[config.mk]
export PLATFORM = sky130hd
export DESIGN_NAME = tw_serial_master
export DESIGN_NICKNAME = d
export VERILOG_FILES = /design/src/rtl/tw_pkg.sv /design/src/rtl/tw_tick_gen.sv /design/src/rtl/tw_seq.sv /design/src/rtl/tw_datapath.sv /design/src/rtl/tw_serial_master.sv
export SDC_FILE = /design/constraint.sdc
export NUM_CORES = 1
export LEC_CHECK = 0
export ABC_AREA = 0
export BUFFER_PORTS_ARGS = -buffer_cell sky130_fd_sc_hd__buf_2
export CAP_MARGIN = 10
export CORE_AREA = 2 2 66 68
export CTS_CLUSTER_SIZE = 16
export DETAILED_ROUTE_END_ITERATION = 10
export DIE_AREA = 0 0 68 70
export GPL_TIMING_DRIVEN = 0
export MAX_ROUTING_LAYER = met4
export PLACE_DENSITY_LB_ADDON = 0.1
export SYNTH_ARGS = -nofsm -noshare
export SYNTH_HDL_FRONTEND = slang
export SYNTH_SLANG_ARGS = --single-unit
[constraint.sdc]
create_clock -name clk -period 3.49 [get_ports clk]
set_input_delay 0 -clock clk [delete_from_list [all_inputs] [get_ports clk]]
set_output_delay 0 -clock clk [all_outputs]
set_load 0.01 [all_outputs]
[src/rtl/tw_pkg.sv]
package tw_pkg;

    localparam int BYTE_W     = 8;
    localparam int FRAME_BITS = 2 * BYTE_W;
    localparam int IDX_W      = $clog2(FRAME_BITS);

    typedef enum logic [2:0] {
        TW_IDLE = 3'd0,
        TW_LEAD = 3'd1,
        TW_HIGH = 3'd2,
        TW_LOW  = 3'd3,
        TW_GAP  = 3'd4
    } tw_phase_e;

    typedef struct packed {
        logic              rd;
        logic [BYTE_W-1:0] cmd;
        logic [BYTE_W-1:0] wdata;
    } tw_req_t;

    // System clocks per serial half period, rounded up so the serial
    // rate never exceeds the ceiling; at least 2 so the turnaround fits.
    function automatic int half_period_div(input int sys_hz, input int sclk_hz);
        int q;
        q = (sys_hz + 2 * sclk_hz - 1) / (2 * sclk_hz);
        if (q < 2) q = 2;
        return q;
    endfunction

endpackage

[src/rtl/tw_tick_gen.sv]
module tw_tick_gen #(
    parameter int HALF_DIV = 2
) (
    input  logic clk,
    input  logic rst,
    input  logic run,
    output logic tick
);
    localparam int CW = (HALF_DIV > 2) ? $clog2(HALF_DIV) : 1;
    localparam logic [CW-1:0] LAST = CW'(HALF_DIV - 1);

    logic [CW-1:0] cnt;

    assign tick = run && (cnt == LAST);

    always_ff @(posedge clk) begin
        if (rst || !run || tick) begin
            cnt <= '0;
        end else begin
            cnt <= cnt + 1'b1;
        end
    end
endmodule

[src/rtl/tw_seq.sv]
module tw_seq
    import tw_pkg::*;
(
    input  logic      clk,
    input  logic      rst,
    input  logic      start,
    input  logic      rd_in,
    input  logic      tick,
    output tw_phase_e phase,
    output logic      oe,
    output logic      rd_q,
    output logic      accept,
    output logic      shift_en,
    output logic      sample_en,
    output logic      finish,
    output logic      done
);
    localparam logic [IDX_W-1:0] LAST_CMD  = IDX_W'(BYTE_W - 1);
    localparam logic [IDX_W-1:0] LAST_BIT  = IDX_W'(FRAME_BITS - 1);
    localparam logic [IDX_W-1:0] LAST_SAMP = IDX_W'(FRAME_BITS - 2);

    logic [IDX_W-1:0] idx;

    assign accept    = start && (phase == TW_IDLE);
    assign shift_en  = tick && (phase == TW_HIGH);
    assign sample_en = tick && (phase == TW_LOW) && rd_q &&
                       (idx >= LAST_CMD) && (idx <= LAST_SAMP);
    assign finish    = tick && (phase == TW_GAP);

    always_ff @(posedge clk) begin
        if (rst) begin
            phase <= TW_IDLE;
            idx   <= '0;
            oe    <= 1'b0;
            rd_q  <= 1'b0;
            done  <= 1'b0;
        end else begin
            done <= finish;
            case (phase)
                TW_IDLE: begin
                    if (start) begin
                        phase <= TW_LEAD;
                        idx   <= '0;
                        oe    <= 1'b1;
                        rd_q  <= rd_in;
                    end
                end
                TW_LEAD: begin
                    if (tick) phase <= TW_HIGH;
                end
                TW_HIGH: begin
                    // Turnaround: release the line one cycle after the
                    // last command bit has been clocked in.
                    if (rd_q && (idx == LAST_CMD)) oe <= 1'b0;
                    if (tick) phase <= TW_LOW;
                end
                TW_LOW: begin
                    if (tick) begin
                        if (idx == LAST_BIT) begin
                            phase <= TW_GAP;
                            oe    <= 1'b0;
                        end else begin
                            idx   <= idx + 1'b1;
                            phase <= TW_HIGH;
                        end
                    end
                end
                TW_GAP: begin
                    if (tick) phase <= TW_IDLE;
                end
                default: begin
                    phase <= TW_IDLE;
                    oe    <= 1'b0;
                end
            endcase
        end
    end
endmodule

[src/rtl/tw_datapath.sv]
module tw_datapath
    import tw_pkg::*;
(
    input  logic              clk,
    input  logic              rst,
    input  logic              accept,
    input  tw_req_t           req,
    input  logic              shift_en,
    input  logic              sample_en,
    input  logic              finish,
    input  logic              rd_active,
    input  logic              line_in,
    output logic              line_out,
    output logic [BYTE_W-1:0] rdata
);
    logic [FRAME_BITS-1:0] tx;
    logic [BYTE_W-1:0]     rx;

    assign line_out = tx[0];

    always_ff @(posedge clk) begin
        if (rst) begin
            tx    <= '0;
            rx    <= '0;
            rdata <= '0;
        end else begin
            if (accept) begin
                tx <= {req.wdata, req.cmd};
                rx <= '0;
            end else begin
                if (shift_en)  tx <= {1'b0, tx[FRAME_BITS-1:1]};
                if (sample_en) rx <= {line_in, rx[BYTE_W-1:1]};
            end
            if (finish && rd_active) rdata <= rx;
        end
    end
endmodule

[src/rtl/tw_serial_master.sv]
module tw_serial_master
    import tw_pkg::*;
#(
    parameter int SYS_HZ      = 250_000_000,
    parameter int SCLK_MAX_HZ = 2_000_000,
    parameter int HALF_DIV    = tw_pkg::half_period_div(SYS_HZ, SCLK_MAX_HZ)
) (
    input  logic       clk,
    input  logic       rst,
    input  logic       start,
    input  logic       rw,
    input  logic [7:0] cmd,
    input  logic [7:0] wdata,
    output logic       busy,
    output logic       done,
    output logic [7:0] rdata,
    output logic       sclk,
    output logic       ce,
    output logic       sdo,
    output logic       sdo_oe,
    input  logic       sdi
);
    tw_phase_e phase;
    tw_req_t   req;
    logic      tick, oe, rd_q, accept, shift_en, sample_en, finish;

    assign req = '{rd: rw, cmd: cmd, wdata: wdata};

    tw_tick_gen #(.HALF_DIV(HALF_DIV)) u_tick (
        .clk  (clk),
        .rst  (rst),
        .run  (phase != TW_IDLE),
        .tick (tick)
    );

    tw_seq u_seq (
        .clk       (clk),
        .rst       (rst),
        .start     (start),
        .rd_in     (req.rd),
        .tick      (tick),
        .phase     (phase),
        .oe        (oe),
        .rd_q      (rd_q),
        .accept    (accept),
        .shift_en  (shift_en),
        .sample_en (sample_en),
        .finish    (finish),
        .done      (done)
    );

    tw_datapath u_dp (
        .clk       (clk),
        .rst       (rst),
        .accept    (accept),
        .req       (req),
        .shift_en  (shift_en),
        .sample_en (sample_en),
        .finish    (finish),
        .rd_active (rd_q),
        .line_in   (sdi),
        .line_out  (sdo),
        .rdata     (rdata)
    );

    assign busy   = (phase != TW_IDLE);
    assign sclk   = (phase == TW_HIGH);
    assign ce     = (phase == TW_LEAD) || (phase == TW_HIGH) || (phase == TW_LOW);
    assign sdo_oe = oe;
endmodule

### Word-level counts from Yosys, hierarchy flattened

Index checks and enable logic that the tools add are counted.

* register bits: 48
* logic and storage cells: 72
* output and inout port bits: 14
* bits of input ports: 21

* $add $sub $neg: 2
* bitwise gates (word level): 1
* reductions and logical operators: 25
* muxes and demuxes: 18
* order comparisons: 2
* equal/unequal tests: 15

Operator list (number)
* 2-to-1 mux 16 bit: 2
* 2-to-1 mux 3 bit: 6
* one-hot mux 3 bit (5 select lines): 1
* 2-to-1 mux 4 bit: 3
* != test 2 x 1 -> 1 bit (second input constant): 6
* logical AND 1 bit: 10
* AND reduction 5 bit: 2
* one-hot mux 4 bit (2 select lines): 1
* adder 6 x 1 -> 6 bit (second input constant): 1
* == test 3 x 2 -> 1 bit (second input constant): 2
* == test 6 bit (second input constant): 1
* adder 4 x 1 -> 4 bit (second input constant): 1
* == test 4 x 3 -> 1 bit (second input constant): 1
* == test 4 bit (second input constant): 1
* >= comparator 4 x 3 -> 1 bit (second input constant): 1
* less-or-equal comparator 4 bit (second input constant): 1
* logical OR 1 bit: 4
* 2-to-1 mux 1 bit: 4
* != test 2 bit (second input constant): 2
* one-hot mux 1 bit (4 select lines): 1
* AND reduction 4 bit: 1
* nonzero test 2 bit: 2
* OR reduction 2 bit: 2
* == test 3 x 1 -> 1 bit (second input constant): 1
* 6 further kinds: 6

### Longest topological paths before layout

* depth after elaboration: 6
* mapped depth: 8
* depth with buffers taken out: 6

### By module

Synthesis repeated with hierarchy kept, for this count alone.

* cells, all modules: 232
* area total of the unflattened synthesis: 2379.8 um^2

By module, submodules not included
* tw_datapath: times used 1, cells each 135, area each 1453.9 um^2
* tw_seq: times used 1, cells each 67, area each 648.1 um^2
* tw_tick_gen: times used 1, cells each 27, area each 254.0 um^2
* tw_serial_master: times used 1, cells each 3, area each 23.8 um^2

### Worst setup path before layout

No wires, ideal clock.

* kind: reg2reg
* start: reg u_tick.cnt[0]
* end: reg u_dp.tx[10]
* stages on the path, launching flop included: 8
* setup slack: 1.889 ns
* arrival: 1.510 ns
* library setup time: 0.091 ns
* path buffers: 2
* period minus slack after synthesis: 1.601 ns
* path through: dfxtp_1 > inv_1 > ha_1 > and4_1 > buf_4 > a31o_2 > buf_2 > a311oi_1

* word-level cells in the longest chain between the ends: 4

Ends and longest elaborated chain
* start: declaration: line tw_tick_gen.sv:12 `logic [CW-1:0] cnt;`
* start signal: assignment: line tw_tick_gen.sv:20 `cnt <= cnt + 1'b1;`
* == test 6 bit: line tw_tick_gen.sv:14 `assign tick = run && (cnt == LAST);`
* logical AND 1 bit: line tw_tick_gen.sv:14
* logical AND 1 bit: line tw_seq.sv:25 `assign shift_en = tick && (phase == TW_HIGH);`
* nonzero test 2 bit (no line)
* end signal: assignment: line tw_datapath.sv:28 `tx <= {req.wdata, req.cmd};`
* end signal: assignment: line tw_datapath.sv:31 `if (shift_en) tx <= {1'b0, tx[FRAME_BITS-1:1]};`
* end: declaration: line tw_datapath.sv:16 `logic [FRAME_BITS-1:0] tx;`

No other way between the ends.
A chain may end at the register's enable or synchronous reset.

### Final worst setup path

* start: reg u_tick.cnt[0]
* end: reg u_dp.tx[14]

The elaborated chain is that of the path after synthesis.

==> flow_summary.toml <==
[timing]
post-route-period-util_pct = 51.27
max_freq_mhz = 558.9
rsz0062_at_grt = "no"
worst_slew_pin_slew_ns = 0.4964
period_minus_slack_ns = 1.789
fin_skew_ns = 0.008683
finalHoldViolCount = 0
drv_slew = 0
setup_tns_ns = 0
setup_viol = 0
relSlewSlack_pct = 66.91

[pwr]
p_switching_w = 0.0002537
cellPowerDensity_nw_per_um2 = 451.1
clkPwrFrac_pct = 44.4
switching_share_pct = 20.65
p_leak_nw = 1.214
ir_drop_uv = 303.2
p_comb_share_pct = 8.8
intPower_w = 0.0009751
seq_power_share_pct = 46.8
totalPowerFinal_w = 0.001229

[yosys]
syn_avg_cell_area_sq_um = 9.095
ys_seq_area_share_pct = 44.39
synth_nets = 263
yosys.cell_types.count = 42
yosysTopAreaCell = "dfxtp_1"
synth_edf_count = 0
ys_ff_latch = 48
syn_area_sq_um = 2165
async_flop_share_pct = 0
yosysTopAreaCellShare_pct = 44.39
syn_inst = 238
synthFlopType = "dfxtp_1"
yosys-top-cells-area = "dfxtp_1 44%, nand2_1 7.6%, mux2i_1 7.4%"
yosys_warnings = 0

[clock_network]
root_buffer = "clkbuf_8"
cts_buffer_depth = 2
htreeDepth = 2
cts_tree = "built"
path_clk_slew_ns = 0.09
cts_setup_buffers = 0
cts.sinks = 48
clk_latency_ns = 0.30
cts_buffers = 5
cts_resized = 0

[drt]
route.detailed.drc = 0
drt-total-wl_microns = 4485
first_pass_iters = 4
num_vias = 1922
post_drt_wl_per_cell_microns = 12.89
viasPerCell = 5.523
drt_iter0_drc = 137
final_antenna_net_count = 0

[place]
dpl.cell_count = 323
dp_hpwl_microns = 3026
routabilityCongestion = 0.7701
port_buffers = 33

[worst_setup_path]
reg2reg_depth = 7
r2r-end = "u_dp.tx[14]$_SDFFE_PP0P_"
cpPeakStageDelay_ns = 0.37
start_kind = "flop"
endpoint_kind = "flop"
reg2reg_from = "u_tick.cnt[0]$_SDFF_PP0_"
crit_fanout = 10
crit_arrival_ns = 2.00
rrSetupSlack_ns = 1.70
cp_cell_sequence = "inv_1 -> ha_1 -> and4_1 -> buf_4 -> a31o_2 -> buf_2 -> a311oi_1"
crit_required_ns = 3.70
cp_slowest_cell = "dfxtp_1"
crit_type = "flop to flop"

[finish]
final_common_cell = "dfxtp_1"
final_nets = 320
finalCoreUtilization_pct = 65.73
final_cell_mix = "48 x dfxtp_1, 44 x nand2_1, 40 x buf_2"
antenna_cells = 0
drive_above_1_share_pct = 21.28
syn2layout_area_growth_pct = 25.84
finalNonFillerCells = 348

[global_routing]
gr-total-overflow = 0
grt_pass1_wl_microns = 7555
grt_pass1_vias = 1765
grt_use_total_pct = 21.14
grt_max_degree = 16
antenna_found_initial = 0

[floorplanning]
die_w_microns = 68
rows = 24
ios = 35
core_sq_um = 4144
dieArea_sq_um = 4760
initial_core_util_pct = 52.23
die_height_microns = 70

[hold_path]
hold_class = "primary input to flop"
hold_depth = 2
hp-start = "rst"
whs_endpoint = "u_seq.phase[2]$_SDFFE_PP0P_"

[status]
status = "complete, no violations"

[flow_run]
drv_cap = 0
## kinds of logic after synthesis
family | count (synthesis) | synth area share [%]
compound gates | 33 | 12.14
xor+xnor | 4 | 1.619
fa+ha+maj | 4 | 2.312
buf+inv | 23 | 5.953
flops | 48 | 44.39
mux | 18 | 8.439
simple gates | 108 | 25.14
## cell type report
type,count,area [sq um]
fillers,358,1420
plain buffers,19,113.9
flip-flops and latches,48,960.9
inverters,4,15.01
repair buffers,50,335.3
well taps,52,65.06
clock buffers,5,68.82
multi-input cells,167,1075
clock inverters,3,90.09
## how the worst max path moves through the flow
stage	start	cells after the start	endpoint
detailed placement	u_tick.cnt[0]$_SDFF_PP0_	7	u_dp.tx[14]$_SDFFE_PP0P_
floorplan	u_tick.cnt[0]$_SDFF_PP0_	7	u_dp.tx[10]$_SDFFE_PP0P_
global route	u_tick.cnt[0]$_SDFF_PP0_	7	u_dp.tx[9]$_SDFFE_PP0P_
CTS	u_tick.cnt[0]$_SDFF_PP0_	7	u_dp.tx[14]$_SDFFE_PP0P_
global placement	u_tick.cnt[0]$_SDFF_PP0_	7	u_dp.tx[12]$_SDFFE_PP0P_
finish	u_tick.cnt[0]$_SDFF_PP0_	7	u_dp.tx[14]$_SDFFE_PP0P_
## critical path: cells and delay by family, from the launching register on
family | cells | cell delay (ns)
AOI/OAI and AO/OA | 2 | 0.52
DFF | 1 | 0.37
buffers and inverters | 3 | 0.42
and+or+nand+nor | 1 | 0.19
adders and majority gates | 1 | 0.18
## through the flow
stage	setup WS (ns)	cell area, sq um	hold slack [ns]
2_1_floorplan	1.889	2165	0.1360
3_3_place_gp	1.740	2395	0.2540
3_5_place_dp	1.706	2395	0.2537
4_1_cts	1.679	2724	0.07049
5_1_grt	1.570	2724	0.1060
6_report	1.701	2724	0.06590
## cells in the mapped netlist (3+ instances only)
cell type	count
nor2_1	34
inv_1	4
buf_4	3
nand2_1	44
a311oi_1	15
mux2i_1	16
clkbuf_1	6
ha_1	4
dfxtp_1	48
nor3b_1	3
a21oi_1	6
buf_6	3
nand3_1	6
buf_2	7
## state kept, by name (all words and copies together), names as in the netlist, 3 cells and up
| register | flops |
|---|---|
| u_seq.idx | 4 |
| u_dp.rdata | 8 |
| u_tick.cnt | 6 |
| u_seq.phase | 3 |
| u_dp.rx | 8 |
| u_dp.tx | 16 |
## power groups by stage
| stage | clock (W) | sequential (W) | combinational [W] |
|---|---|---|---|
| floorplan | 0 | 0.000587 | 0.0000638 |
| global placement | 0 | 0.000588 | 0.0000931 |
| detailed placement | 0 | 0.000588 | 0.0000947 |
| CTS | 0.000554 | 0.000575 | 0.000110 |
| global route | 0.000575 | 0.000578 | 0.000123 |
| finish | 0.000545 | 0.000575 | 0.000108 |
## routing by layer
metal,up-vias,track usage [%],wire length [microns]
li1,951,-,-
met1,913,27.81,2075
met2,50,31.93,2124
met3,8,3.543,211
met4,0,8.667,73
met5,-,-,0
## what timing repair did
item                                    CTS  global route
endpoints found under the setup margin    0             0
hold buffers                             17             0
hold endpoints to repair                 17             0
(Power assumes the default switching activity.)
